File: config.mk
export PLATFORM = sky130hd
export DESIGN_NAME = i2cw_master
export DESIGN_NICKNAME = d
export VERILOG_FILES = /design/src/rtl/i2cw_pkg.sv /design/src/rtl/i2cw_period.sv /design/src/rtl/i2cw_irq.sv /design/src/rtl/i2cw_master.sv
export SDC_FILE = /design/constraint.sdc
export NUM_CORES = 1
export LEC_CHECK = 0
export ABC_AREA = 1
export BUFFER_PORTS_ARGS = -buffer_cell sky130_fd_sc_hd__buf_2
export CORE_ASPECT_RATIO = 0.5
export CORE_MARGIN = 2
export CORE_UTILIZATION = 30
export CTS_BUF_LIST = sky130_fd_sc_hd__clkbuf_4
export DETAILED_ROUTE_END_ITERATION = 10
export PLACE_DENSITY = 0.48
export SLEW_MARGIN = 20
export SYNTH_ARGS = -nofsm -noshare
export SYNTH_HDL_FRONTEND = slang
export SYNTH_SLANG_ARGS = --single-unit
File: constraint.sdc
create_clock -name clk -period 2.43 [get_ports clk]
set_input_delay 0.486 -clock clk [delete_from_list [all_inputs] [get_ports clk]]
set_output_delay 0.486 -clock clk [all_outputs]
set_load 0.01 [all_outputs]
File: src/rtl/i2cw_pkg.sv
package i2cw_pkg;
    typedef enum logic [3:0] {
        ST_IDLE,
        ST_SETUP,
        ST_START,
        ST_LOW,
        ST_HIGH,
        ST_GAP,
        ST_STOP_LOW,
        ST_STOP_HIGH,
        ST_STOP_SU
    } state_e;

    localparam int BYTE_W = 8;
    localparam int BITCNT_W = 4;
    localparam int ACK_SLOT = 8;
    localparam int FLAG_N = 3;
endpackage

File: src/rtl/i2cw_period.sv
module i2cw_period #(
    parameter int DIV_W = 8,
    parameter int EXP_W = 3,
    parameter int CNT_W = 17
) (
    input  logic [DIV_W-1:0] div,
    input  logic [EXP_W-1:0] expo,
    output logic [CNT_W-1:0] period
);
    localparam logic [CNT_W-1:0] FIXED_ADD = CNT_W'(4);

    assign period = (CNT_W'(div) << expo) + FIXED_ADD;
endmodule

File: src/rtl/i2cw_irq.sv
module i2cw_irq #(
    parameter int N = 3
) (
    input  logic [N-1:0] flags,
    input  logic [N-1:0] mask,
    output logic         irq
);
    logic [N-1:0] hit;

    generate
        for (genvar i = 0; i < N; i++) begin : g_hit
            assign hit[i] = flags[i] & mask[i];
        end
    endgenerate

    assign irq = |hit;
endmodule

File: src/rtl/i2cw_master.sv
module i2cw_master
    import i2cw_pkg::*;
#(
    parameter int DIV_W = 8,
    parameter int EXP_W = 3
) (
    input  logic             clk,
    input  logic             rst_n,
    input  logic             cfg_master_en,
    input  logic             cfg_slave_off,
    input  logic [6:0]       cfg_dev_addr,
    input  logic [EXP_W-1:0] cfg_clk_exp,
    input  logic [DIV_W-1:0] cfg_high_div,
    input  logic [DIV_W-1:0] cfg_low_div,
    input  logic [2:0]       cfg_irq_mask,
    input  logic             thr_wr,
    input  logic [7:0]       thr_data,
    input  logic             sts_rd,
    output logic             sts_txrdy,
    output logic             sts_txcomp,
    output logic             sts_nack,
    output logic             irq,
    output logic             scl_oe,
    output logic             sda_oe,
    input  logic             sda_in
);
    localparam int CNT_W = DIV_W + (1 << EXP_W) + 1;

    typedef struct packed {
        state_e              state;
        logic [CNT_W-1:0]    cnt;
        logic [BITCNT_W-1:0] bitcnt;
        logic [BYTE_W-1:0]   shreg;
        logic [BYTE_W-1:0]   hold;
        logic                txrdy;
        logic                txcomp;
        logic                nack;
        logic                scl_oe;
        logic                sda_oe;
    } regs_t;

    localparam regs_t RST_VAL = '{
        state:  ST_IDLE,
        cnt:    '0,
        bitcnt: '0,
        shreg:  '0,
        hold:   '0,
        txrdy:  1'b1,
        txcomp: 1'b1,
        nack:   1'b0,
        scl_oe: 1'b0,
        sda_oe: 1'b0
    };

    regs_t q, d;
    logic [CNT_W-1:0] t_low, t_high;
    logic enabled, tick;

    i2cw_period #(.DIV_W(DIV_W), .EXP_W(EXP_W), .CNT_W(CNT_W)) u_low_per (
        .div(cfg_low_div), .expo(cfg_clk_exp), .period(t_low)
    );

    i2cw_period #(.DIV_W(DIV_W), .EXP_W(EXP_W), .CNT_W(CNT_W)) u_high_per (
        .div(cfg_high_div), .expo(cfg_clk_exp), .period(t_high)
    );

    assign enabled = cfg_master_en & cfg_slave_off;

    always_comb begin
        d    = q;
        tick = (q.cnt == '0);

        // holding register update, shared by idle and busy
        if (thr_wr && (q.state != ST_IDLE || enabled)) begin
            d.hold  = thr_data;
            d.txrdy = 1'b0;
        end
        if (sts_rd) begin
            d.nack = 1'b0;
        end

        if (q.state == ST_IDLE) begin
            if (thr_wr && enabled) begin
                d.state  = ST_SETUP;
                d.cnt    = t_high - 1'b1;
                d.txcomp = 1'b0;
            end
        end else if (!tick) begin
            d.cnt = q.cnt - 1'b1;
        end else begin
            case (q.state)
                ST_SETUP: begin
                    d.state = ST_START;
                    d.cnt   = t_high - 1'b1;
                end
                ST_START: begin
                    d.state  = ST_LOW;
                    d.cnt    = t_low - 1'b1;
                    d.shreg  = {cfg_dev_addr, 1'b0};
                    d.bitcnt = '0;
                end
                ST_LOW: begin
                    d.state = ST_HIGH;
                    d.cnt   = t_high - 1'b1;
                end
                ST_HIGH: begin
                    if (q.bitcnt != BITCNT_W'(ACK_SLOT)) begin
                        d.bitcnt = q.bitcnt + 1'b1;
                        d.shreg  = {q.shreg[BYTE_W-2:0], 1'b0};
                        d.state  = ST_LOW;
                        d.cnt    = t_low - 1'b1;
                    end else if (sda_in) begin
                        d.nack  = 1'b1;
                        d.state = ST_STOP_LOW;
                        d.cnt   = t_low - 1'b1;
                    end else if (!d.txrdy) begin
                        d.shreg  = d.hold;
                        d.txrdy  = 1'b1;
                        d.bitcnt = '0;
                        d.state  = ST_LOW;
                        d.cnt    = t_low - 1'b1;
                    end else begin
                        d.state = ST_GAP;
                        d.cnt   = t_low + t_high - 1'b1;
                    end
                end
                ST_GAP: begin
                    if (!d.txrdy) begin
                        d.shreg  = d.hold;
                        d.txrdy  = 1'b1;
                        d.bitcnt = '0;
                        d.state  = ST_LOW;
                        d.cnt    = t_low - 1'b1;
                    end else begin
                        d.state = ST_STOP_HIGH;
                        d.cnt   = t_high - 1'b1;
                    end
                end
                ST_STOP_LOW: begin
                    d.state = ST_STOP_HIGH;
                    d.cnt   = t_high - 1'b1;
                end
                ST_STOP_HIGH: begin
                    d.state = ST_STOP_SU;
                    d.cnt   = t_high - 1'b1;
                end
                ST_STOP_SU: begin
                    d.state  = ST_IDLE;
                    d.txcomp = 1'b1;
                end
                default: begin
                    d.state = ST_IDLE;
                end
            endcase
        end

        // line drivers follow the next state so they are registered
        d.scl_oe = (d.state == ST_LOW) || (d.state == ST_GAP) || (d.state == ST_STOP_LOW);
        case (d.state)
            ST_START, ST_GAP, ST_STOP_LOW, ST_STOP_HIGH: d.sda_oe = 1'b1;
            ST_LOW, ST_HIGH: d.sda_oe = (d.bitcnt != BITCNT_W'(ACK_SLOT)) && !d.shreg[BYTE_W-1];
            default: d.sda_oe = 1'b0;
        endcase
    end

    always_ff @(posedge clk or negedge rst_n) begin
        if (!rst_n) begin
            q <= RST_VAL;
        end else begin
            q <= d;
        end
    end

    i2cw_irq #(.N(FLAG_N)) u_irq (
        .flags({q.nack, q.txrdy, q.txcomp}),
        .mask (cfg_irq_mask),
        .irq  (irq)
    );

    assign sts_txrdy  = q.txrdy;
    assign sts_txcomp = q.txcomp;
    assign sts_nack   = q.nack;
    assign scl_oe     = q.scl_oe;
    assign sda_oe     = q.sda_oe;
endmodule

# Word-level counts from Yosys, hierarchy flattened
# Cells that the tools add are included.
[word_totals] reg_bits=46 in_bits=44 out_inout_bits=6 wordCells=95
[classes] add_sub_neg=8 eq_ne=19 n_shift=2 n_mux=30 bitwise=5 n_reduce_logical=20
[ops] cell="case mux 17 bit (4 select lines)" n=1
[ops] cell="subtractor 17 x 1 -> 17 bit, second input constant" n=4
[ops] cell="two-way mux 20 bit" n=3
[ops] cell="two-way mux 12 bit" n=4
[ops] cell="two-way mux 21 bit" n=2
[ops] cell="case mux 12 bit (3 select lines)" n=1
[ops] cell="adder 17 x 3 -> 17 bit, second input constant" n=2
[ops] cell="<< shifter 8 x 3 -> 17 bit" n=2
[ops] cell="two-way mux 33 bit" n=1
[ops] cell="equality test 4 x 3 -> 1 bit, second input constant" n=8
[ops] cell="case mux 4 bit (7 select lines)" n=1
[ops] cell="adder 17 bit" n=1
[ops] cell="zero test 17 bit" n=1
[ops] cell="two-way mux 17 bit" n=1
[ops] cell="equality test 4 x 2 -> 1 bit, second input constant" n=4
[ops] cell="two-way mux 1 bit" n=11
[ops] cell="two-way mux 9 bit" n=1
[ops] cell="!= test 4 bit, second input constant" n=2
[ops] cell="OR reduction 4 bit" n=2
[ops] cell="!= test 6 x 2 -> 1 bit, second input constant" n=1
[ops] cell="adder 4 x 1 -> 4 bit, second input constant" n=1
[ops] cell="bitwise AND 1 bit" n=4
[ops] cell="equality test 4 x 1 -> 1 bit, second input constant" n=1
[ops] cell="equality test 4 bit, second input constant" n=1
[ops] cell="other kinds (18)" n=24

# Depth between registers and ports, before layout
# Gate-level depths: netlist of the first run.
[depth] word_depth=13 mapped_depth=30

# Modules after synthesis
# Synthesis of the first run repeated with hierarchy kept, for this count alone.
[unflattened] hier_cells=1071 area_unflattened_um2=6666.4
[by_module_without_submodules] mod="i2cw_master" instances=1 cells_each=841 area_per_inst_um2=5418.9
[by_module_without_submodules] mod="i2cw_period" instances=2 cells_each=113 area_per_inst_um2=615.6
[by_module_without_submodules] mod="i2cw_irq" instances=1 cells_each=4 area_per_inst_um2=16.3

# Least setup slack after synthesis of the first run
# Ideal clock, no wire load.
[synth_timing] path_kind="input port to flip-flop" start="in cfg_clk_exp[0]" end="reg q[41] (netlist bit)" t_arrival_ps=3591 t_required_ps=2305 slack_ps=-1285 stages=29 n_path_buf=3 cell_sequence="inv_2 buf_6 buf_12 nand2_2 nand2_2 nand2_2 nor2_4 ha_1 buf_2 nand3_2 inv_1 nand2_1 or3_1 nand2_1 inv_1 nand2_1 nand2_1 ha_1 nand2_1 nor2_1 nand4_1 o21ai_0 a21oi_1 o21bai_1 a21oi_1 o21ai_0 nand3b_1 nand2_1 a21oi_2"
[synth_between] elab_chain_cells=10
[synth_rtl] item="start: declaration" line_no="i2cw_master.sv:12" source="input logic [EXP_W-1:0] cfg_clk_exp,"
[synth_rtl] item="<< shifter 8 x 3 -> 17 bit" line_no="i2cw_period.sv:12" source="assign period = (CNT_W'(div) << expo) + FIXED_ADD;"
[synth_rtl] item="adder 17 x 3 -> 17 bit" line_no="i2cw_period.sv:12"
[synth_rtl] item="adder 17 bit" line_no="i2cw_master.sv:124" source="d.cnt = t_low + t_high - 1'b1;"
[synth_rtl] item="subtractor 17 x 1 -> 17 bit" line_no="i2cw_master.sv:124"
[synth_rtl] item="two-way mux 20 bit" line_no="i2cw_master.sv:116" source="end else if (!d.txrdy) begin"
[synth_rtl] item="two-way mux 20 bit" line_no="i2cw_master.sv:112" source="end else if (sda_in) begin"
[synth_rtl] item="two-way mux 33 bit" line_no="i2cw_master.sv:107" source="if (q.bitcnt != BITCNT_W'(ACK_SLOT)) begin"
[synth_rtl] item="case mux 17 bit (4 select lines)" line_no="i2cw_master.sv:91" source="case (q.state)"
[synth_rtl] item="two-way mux 17 bit" line_no="i2cw_master.sv:88" source="end else if (!tick) begin"
[synth_rtl] item="two-way mux 21 bit *" line_no="i2cw_master.sv:82" source="if (q.state == ST_IDLE) begin"
[synth_rtl] item="end signal: assignment" line_no="i2cw_master.sv:168" source="q <= RST_VAL;"
[synth_rtl] item="end signal: assignment" line_no="i2cw_master.sv:170" source="q <= d;"
[synth_rtl] item="end: declaration" line_no="i2cw_master.sv:55" source="regs_t q, d;"
# Mark *: on every way between the ends. The rest lies on a longest branch, timed or not. The select of a mux whose other input is x is not followed.
# A chain may end at the register's enable or synchronous reset.

# Final worst setup path of the first run
# Same ends and word-level chain as after synthesis.

==> results.cfg, run 1 <==
[status]
status = complete, but fails checks
failed_checks = negative setup slack

[place]
gpl.final_weighted_congestion = 0.879
worst_slack_at_placement_ns = -1.34
placed_cell_area_um2 = 8620
dp_hpwl_mm = 18.4
port_buffers = 49

[detailed_routing]
detail_route.drc_violations = 0
dr.max_layer_used = met4
met3_length_um = 823
num_vias = 7583
sum_of_routed_wire_length_over_all_layers_mm = 23.0
drtIter0Drc = 383
drt_pre_antenna_iters = 7
met2RoutedLength_mm = 10.6
m1_wl_mm = 11.3
route.antenna.remaining_nets = 0
wire_per_inst_um = 14.4
post_drt_via_cell_ratio = 4.75

[timing]
worst_slack_setup_final_ns = -0.886
drv_slew = 0
hold_viol = 0
clock_skew_ns = 0.0218
period_needed_ns = 3.32
setup_violations = 15
portion_of_the_clock_cycle_consumed_by_the_worst_path_in_the_final_layout_pct = 136
hold-worst-slack_ns = 0.280
max_freq_ghz = 0.302
rsz0062_at_grt = true

[global_routing]
grt_max_degree = 22
grt_pass1_vias = 7471
globalRouteOverflowTotal = 0
grt_first_pass_wirelength_mm = 37.4
grt_use_total_pct = 20.6
antenna_violations_before_repair = 1

[clock_network]
clk_pin_slew_worst_paths_ns = 0.16
cts_root_buf = sky130_fd_sc_hd__clkbuf_4
cts-htree-levels = 2
tritoncts_num_sinks = 46
clk-insertion-delay-late_ns = 0.40
cts.path.max_buffers = 2
cts_tree = yes
cts-buffers-inserted = 5

[critical_path]
crit_type = in2reg
worst-r2r-setup-slack_ns = 0.03
worst-endpoint-arrival_ns = 3.62
crit_path_max_fanout = 7
rr_endpoint = q[33]$_DFFE_PN0P_
worstReg2RegStart = q[26]$_DFFE_PN0P_
worstSetupStartpointType = primary input
setup.worst_path.end_class = flop
worst_r2r_path_depth = 14
timing.critical_path.required_ns = 2.74

[floorplan]
floorplan.initialDensity_pct = 30.7
ioPinCount = 50
design.die.area_um2 = 22300
placeableCoreArea_um2 = 20600
num_rows = 37
dieWidth_um = 209
floorplan.die.height_um = 107

[final_layout]
utilization_pct = 48.8
area_delta_synth_final_pct = 58.8
post_route_cells_drive_above_1_share_pct = 47.9
n_fill_cell = 2118
final_cell_area_um2 = 10000
finalNetCount = 1395

[synth]
synth_top_cells_by_count = sky130_fd_sc_hd__nand2_1 (292), sky130_fd_sc_hd__inv_1 (113), sky130_fd_sc_hd__nand3_1 (113), sky130_fd_sc_hd__nor2_1 (73)
synthFlopType = sky130_fd_sc_hd__dfrtp_1
seq_area_frac_synth_pct = 18.2
post-synth-top-count-cell = sky130_fd_sc_hd__nand2_1
synth.avg_cell_area_um2 = 6.21
ys_ff_latch = 46
synth_top_area_cell = sky130_fd_sc_hd__dfrtp_1
synth_edf_count = 0
post_synth_inst_count = 1018
ys_warn_count = 0
async_flop_share_pct = 100
synthesis.area_um2 = 6330
synth_largest_type_area_fraction_pct = 17.4
netlist-cell-type-count = 58
synth.area.top_cells = sky130_fd_sc_hd__dfrtp_1 (17%), sky130_fd_sc_hd__nand2_1 (17%), sky130_fd_sc_hd__nand3_1 (8.9%)

[power_and_ir_drop]
p_total_uw = 3500
total_leakage_power_uw = 0.00501
power_density_nw_per_um2 = 349
worst_ir_drop_vdd_mv = 0.144

[worst_hold_path]
hold_path_startpoint = sts_rd
whs_endpoint = sts_nack$_DFF_PN0_
worstHoldPathCells = 2
hold_path.class = in2reg

[flow_run]
cap_violations = 0
-- cells in the final DEF, fill, tap and decap left out, types with 4 or more instances in the layout --
cell type / n
sky130_fd_sc_hd__nand2_4: 31
sky130_fd_sc_hd__o21ai_1: 22
sky130_fd_sc_hd__o21bai_1: 4
sky130_fd_sc_hd__o31ai_1: 4
sky130_fd_sc_hd__a31oi_1: 5
sky130_fd_sc_hd__o21ai_0: 24
sky130_fd_sc_hd__a21oi_2: 16
sky130_fd_sc_hd__nand3_2: 44
sky130_fd_sc_hd__nand2_1: 229
sky130_fd_sc_hd__ha_1: 12
sky130_fd_sc_hd__a221oi_1: 5
sky130_fd_sc_hd__inv_1: 89
sky130_fd_sc_hd__xor2_1: 13
sky130_fd_sc_hd__inv_2: 36
sky130_fd_sc_hd__buf_2: 48
sky130_fd_sc_hd__nor3_4: 4
sky130_fd_sc_hd__xnor2_1: 9
sky130_fd_sc_hd__o21ai_2: 8
sky130_fd_sc_hd__nand3_1: 79
sky130_fd_sc_hd__o211a_1: 4
sky130_fd_sc_hd__nand3b_1: 4
sky130_fd_sc_hd__o22ai_1: 5
sky130_fd_sc_hd__nand4_1: 10
sky130_fd_sc_hd__a21oi_1: 33
sky130_fd_sc_hd__nand3_4: 6
sky130_fd_sc_hd__clkbuf_4: 5
sky130_fd_sc_hd__dfrtp_1: 44
sky130_fd_sc_hd__buf_6: 14
sky130_fd_sc_hd__nor2_4: 22
sky130_fd_sc_hd__nor2_1: 61
sky130_fd_sc_hd__buf_12: 5
sky130_fd_sc_hd__nand2_2: 77
sky130_fd_sc_hd__buf_4: 246
sky130_fd_sc_hd__ha_4: 16
sky130_fd_sc_hd__nor3_1: 8
sky130_fd_sc_hd__nor2_2: 13
-- cell families after synthesis --
| kind of cell | synth area share, % |
|---|---|
| compound gates | 15.3 |
| fa+ha+maj | 5.85 |
| simple gates | 46.0 |
| flops | 18.2 |
| other cells | 0.0593 |
| xor+xnor | 4.03 |
| buf+inv | 10.5 |
-- state kept, by name, summed over array words and instances (netlist names) --
name        count
q              41
scl_oe          1
sda_oe          1
sts_nack        1
sts_txcomp      1
sts_txrdy       1
-- worst max-delay path, cell delays in order --
cell                       delay, ns
sky130_fd_sc_hd__buf_8          0.10
sky130_fd_sc_hd__buf_12         0.14
sky130_fd_sc_hd__inv_16         0.07
sky130_fd_sc_hd__buf_12         0.11
sky130_fd_sc_hd__nand2_4        0.06
sky130_fd_sc_hd__a21oi_4        0.15
sky130_fd_sc_hd__nand2_1        0.08
sky130_fd_sc_hd__o21ai_2        0.06
sky130_fd_sc_hd__nand2_1        0.08
sky130_fd_sc_hd__nor2_2         0.12
sky130_fd_sc_hd__nand2_1        0.07
sky130_fd_sc_hd__or3_1          0.38
sky130_fd_sc_hd__nand2_2        0.10
sky130_fd_sc_hd__inv_2          0.04
sky130_fd_sc_hd__nand2_2        0.07
sky130_fd_sc_hd__nand2_2        0.06
sky130_fd_sc_hd__ha_4           0.30
sky130_fd_sc_hd__nand2_4        0.06
sky130_fd_sc_hd__nor2_4         0.11
sky130_fd_sc_hd__nand4_1        0.11
sky130_fd_sc_hd__o21ai_2        0.19
sky130_fd_sc_hd__a21oi_1        0.09
sky130_fd_sc_hd__o21bai_1       0.19
sky130_fd_sc_hd__a21oi_1        0.09
sky130_fd_sc_hd__o21ai_1        0.08
sky130_fd_sc_hd__nand3b_1       0.09
sky130_fd_sc_hd__nand2_1        0.08
sky130_fd_sc_hd__a21oi_2        0.05
-- per-layer routing --
metal,vias to the layer above,GRT usage [%]
li1,3957,-
met1,3446,28.8
met2,156,35.1
met3,24,1.58
met4,0,4.29
met5,-,0
-- timing repair --
action / 4_1_cts / 5_1_grt
hold endpoints to repair: 9 / 0
hold buffers: 1 / 0
buffers inserted: 32 / 25
gates cloned: 2 / 2
pin swaps: 69 / 81
resized for setup: 121 / 100
endpoints found under the setup margin: 17 / 18
-- power by group --
group          total [uW]  switching (uW)  leakage, uW  internal [uW]
logic                2210            1120      0.00443           1090
clock network         510             291    0.0000456            219
registers             780            3.05     0.000532            777
total                3500            1420      0.00501           2090
-- final cells by class --
| class | count | area [um^2] | share of cell area, % |
|---|---|---|---|
| multi-input combinational | 818 | 5540 | 55.1 |
| timing repair buffer | 316 | 2380 | 23.7 |
| sequential | 46 | 1150 | 11.5 |
| inverter | 132 | 528 | 5.26 |
| tap | 273 | 342 | 3.40 |
| clock inverter | 3 | 43.8 | 0.436 |
| clock buffer | 5 | 37.5 | 0.374 |
| timing repair inverter | 3 | 18.8 | 0.187 |
| antenna | 1 | 2.50 | 0.0249 |
-- worst max path at each step --
| stage | endpoint | depth (start not counted) | start | slack (ns) |
|---|---|---|---|---|
| 2_1_floorplan | q[41]$_DFFE_PN0P_ | 29 | cfg_clk_exp[0] | -1.09 |
| 3_3_place_gp | q[40]$_DFFE_PN0P_ | 26 | cfg_clk_exp[0] | -1.28 |
| 3_5_place_dp | q[40]$_DFFE_PN0P_ | 27 | cfg_clk_exp[0] | -1.34 |
| 4_1_cts | q[41]$_DFFE_PN0P_ | 28 | cfg_clk_exp[0] | -0.77 |
| 5_1_grt | q[41]$_DFFE_PN0P_ | 28 | cfg_clk_exp[0] | -1.02 |
| 6_report | q[41]$_DFFE_PN0P_ | 28 | cfg_clk_exp[0] | -0.89 |
-- stage by stage --
| step | TNS (ns) | instances |
|---|---|---|
| 2_1_floorplan | -10.57 | 1019 |
| 3_3_place_gp | -16.05 | 1527 |
| 3_5_place_dp | -16.65 | 1527 |
| 4_1_cts | -8.26 | 1570 |
| 5_1_grt | -12.43 | 1597 |
| 6_report | -9.93 | 1597 |
No activity file was read; power rests on OpenSTA's default activity.
==> run 2: changes to the inputs <==
==> constraint.sdc (replaced) <==
create_clock -name clk -period 3.55 [get_ports clk]
set_input_delay 0.71 -clock clk [delete_from_list [all_inputs] [get_ports clk]]
set_output_delay 0.71 -clock clk [all_outputs]
set_load 0.01 [all_outputs]
==> results.cfg, run 2 (synthesis gave the netlist of run 1 again) <==
[detailed_routing]
route.antenna.remaining_nets = 0
drtIter0Drc = 354
num_vias = 7284
post_drt_via_cell_ratio = 4.86
drt_pre_antenna_iters = 5
wire_per_inst_um = 14.6
detail_route.drc_violations = 0
sum_of_routed_wire_length_over_all_layers_mm = 21.9

[final_layout]
finalNetCount = 1299
n_fill_cell = 2204
largest_register_ff_count = 41
leading_cell_type_in_the_layout_fill_and_taps_excluded = sky130_fd_sc_hd__nand2_1
top_register = q
post_route_cells_drive_above_1_share_pct = 35.5
area_delta_synth_final_pct = 37.8
num_antenna_cells = 0
most-common-layout-cells = sky130_fd_sc_hd__nand2_1 (266), sky130_fd_sc_hd__buf_4 (166), sky130_fd_sc_hd__inv_1 (109), sky130_fd_sc_hd__nand3_1 (98), sky130_fd_sc_hd__nor2_1 (68)

[clock_network]
clk-insertion-delay-late_ns = 0.36
cts-htree-levels = 2
cts_root_buf = sky130_fd_sc_hd__clkbuf_4
clk_pin_slew_worst_paths_ns = 0.15
tritoncts_num_sinks = 46
cts.path.max_buffers = 2
cts_tree = yes
cts-buffers-inserted = 5

[place]
port_buffers = 49
dp_hpwl_mm = 18.1
gpl.final_weighted_congestion = 0.931

[timing]
drv_slew = 0
rsz0062_at_grt = true
slew_headroom_pct = 55.9
period_needed_ns = 3.66
setup_violations = 3
hold_viol = 0
portion_of_the_clock_cycle_consumed_by_the_worst_path_in_the_final_layout_pct = 103
hold-worst-slack_ns = 0.362
worst_slack_setup_final_ns = -0.115
worst_slew_pin_slew_ns = 0.662
clock_skew_ns = 0.00969
max_freq_ghz = 0.273

[critical_path]
crit_type = in2reg
setup.worst_path.end_class = flop
worst_path_largest_cell_delay_ns = 0.30
worstSetupStartpointType = primary input
crit_path_max_fanout = 5
worst_path_max_delay_cell = sky130_fd_sc_hd__ha_4
crit_top_cell = sky130_fd_sc_hd__nand2_1
timing.critical_path.required_ns = 3.82
worst-endpoint-arrival_ns = 3.94

[power_and_ir_drop]
p_comb_share_pct = 61.3
power.switching_fraction_pct = 41.6
worst_ir_drop_vdd_mv = 0.126
total_leakage_power_uw = 0.00441
power.clock.fraction_pct = 12.7
power_density_nw_per_um2 = 236
p_total_uw = 2060
switching_power_summed_over_all_nets_uw = 857
p_seq_share_pct = 25.9
p_int_uw = 1200

[global_routing]
grt_pass1_vias = 7007
grt_first_pass_wirelength_mm = 36.0
grt_max_degree = 28
grt_use_total_pct = 19.9
antenna_violations_before_repair = 0
globalRouteOverflowTotal = 0

[floorplan]
floorplan.die.height_um = 107
num_rows = 37
floorplan.initialDensity_pct = 30.7
dieWidth_um = 209
design.die.area_um2 = 22300
placeableCoreArea_um2 = 20600
ioPinCount = 50

[flow_run]
cap_violations = 0

[status]
failed_checks = negative setup slack
status = complete, but fails checks

[worst_hold_path]
hold_path.class = in2async
-- run 2: timing repair --
action / CTS / global route
gates resized for setup: 37 / 58
buffers inserted: 7 / 8
cloned: 0 / 2
hold buffers: 0 / 0
setup endpoints to repair: 6 / 11
pin swaps: 16 / 36
-- run 2: per-stage QoR --
stage	TNS [ns]	util, %	area (um^2)	setup WS (ns)	instances
3_3_place_gp	-4.57	39.1	8060	-0.707	1474
2_1_floorplan	-0.355	-	6450	-0.212	1019
5_1_grt	-1.47	42.3	8710	-0.263	1500
3_5_place_dp	-4.90	39.2	8090	-0.732	1475
6_report	-0.245	42.3	8710	-0.115	1500
4_1_cts	-0.0135	40.5	8350	-0.00990	1490
-- run 2: power by group through the flow --
| stage | combinational [uW] | clock [uW] | sequential (uW) |
|---|---|---|---|
| after floorplan | 610 | 0 | 543 |
| after global placement | 1080 | 0 | 544 |
| after global routing | 1380 | 293 | 535 |
| after detailed placement | 1090 | 0 | 544 |
| final | 1260 | 263 | 534 |
| after CTS | 1170 | 272 | 534 |
-- run 2: layout make-up --
class	count	area, um^2	share of cell area [%]
repair buffers	222	1640	18.8
clock inverters	2	8.76	0.101
inverters	132	524	6.02
flip-flops and latches	46	1150	13.2
well taps	273	342	3.92
clock buffers	6	45.0	0.517
multi-input cells	818	4990	57.3
repair inverters	1	11.3	0.129
-- run 2: layer usage --
metal / global-route usage, % / part of all wire, %
met1: 28.9 / 51
met2: 32.2 / 44
met3: 1.61 / 3.7
met4: 3.88 / 1.3
met5: 0 / 0
-- run 2: critical path, delay by kind of cell --
kind | cells | cell delay, ns
and+or+nand+nor | 14 | 1.65
AOI/OAI and AO/OA | 5 | 0.59
adders and majority gates | 2 | 0.49
buffers and inverters | 5 | 0.47
-- run 2: path summary, 6_finish.rpt --
| path | depth (start not counted) | endpoint | from | slack, ns |
|---|---|---|---|---|
| max | 26 | q[36]$_DFFE_PN0P_ | cfg_clk_exp[0] | -0.11 |
| min in group clk | 2 | q[6]$_DFF_PN0_ | q[6]$_DFF_PN0_ | 0.49 |
| max in group asynchronous | 2 | sts_txcomp$_DFFE_PN1P_ | rst_n | 2.60 |
| min reg2reg | 2 | q[6]$_DFF_PN0_ | q[6]$_DFF_PN0_ | 0.49 |
| min | 1 | q[15]$_DFFE_PN0P_ | rst_n | 0.36 |
| max reg2reg | 16 | q[33]$_DFFE_PN0P_ | q[42]$_DFF_PN0_ | 0.70 |
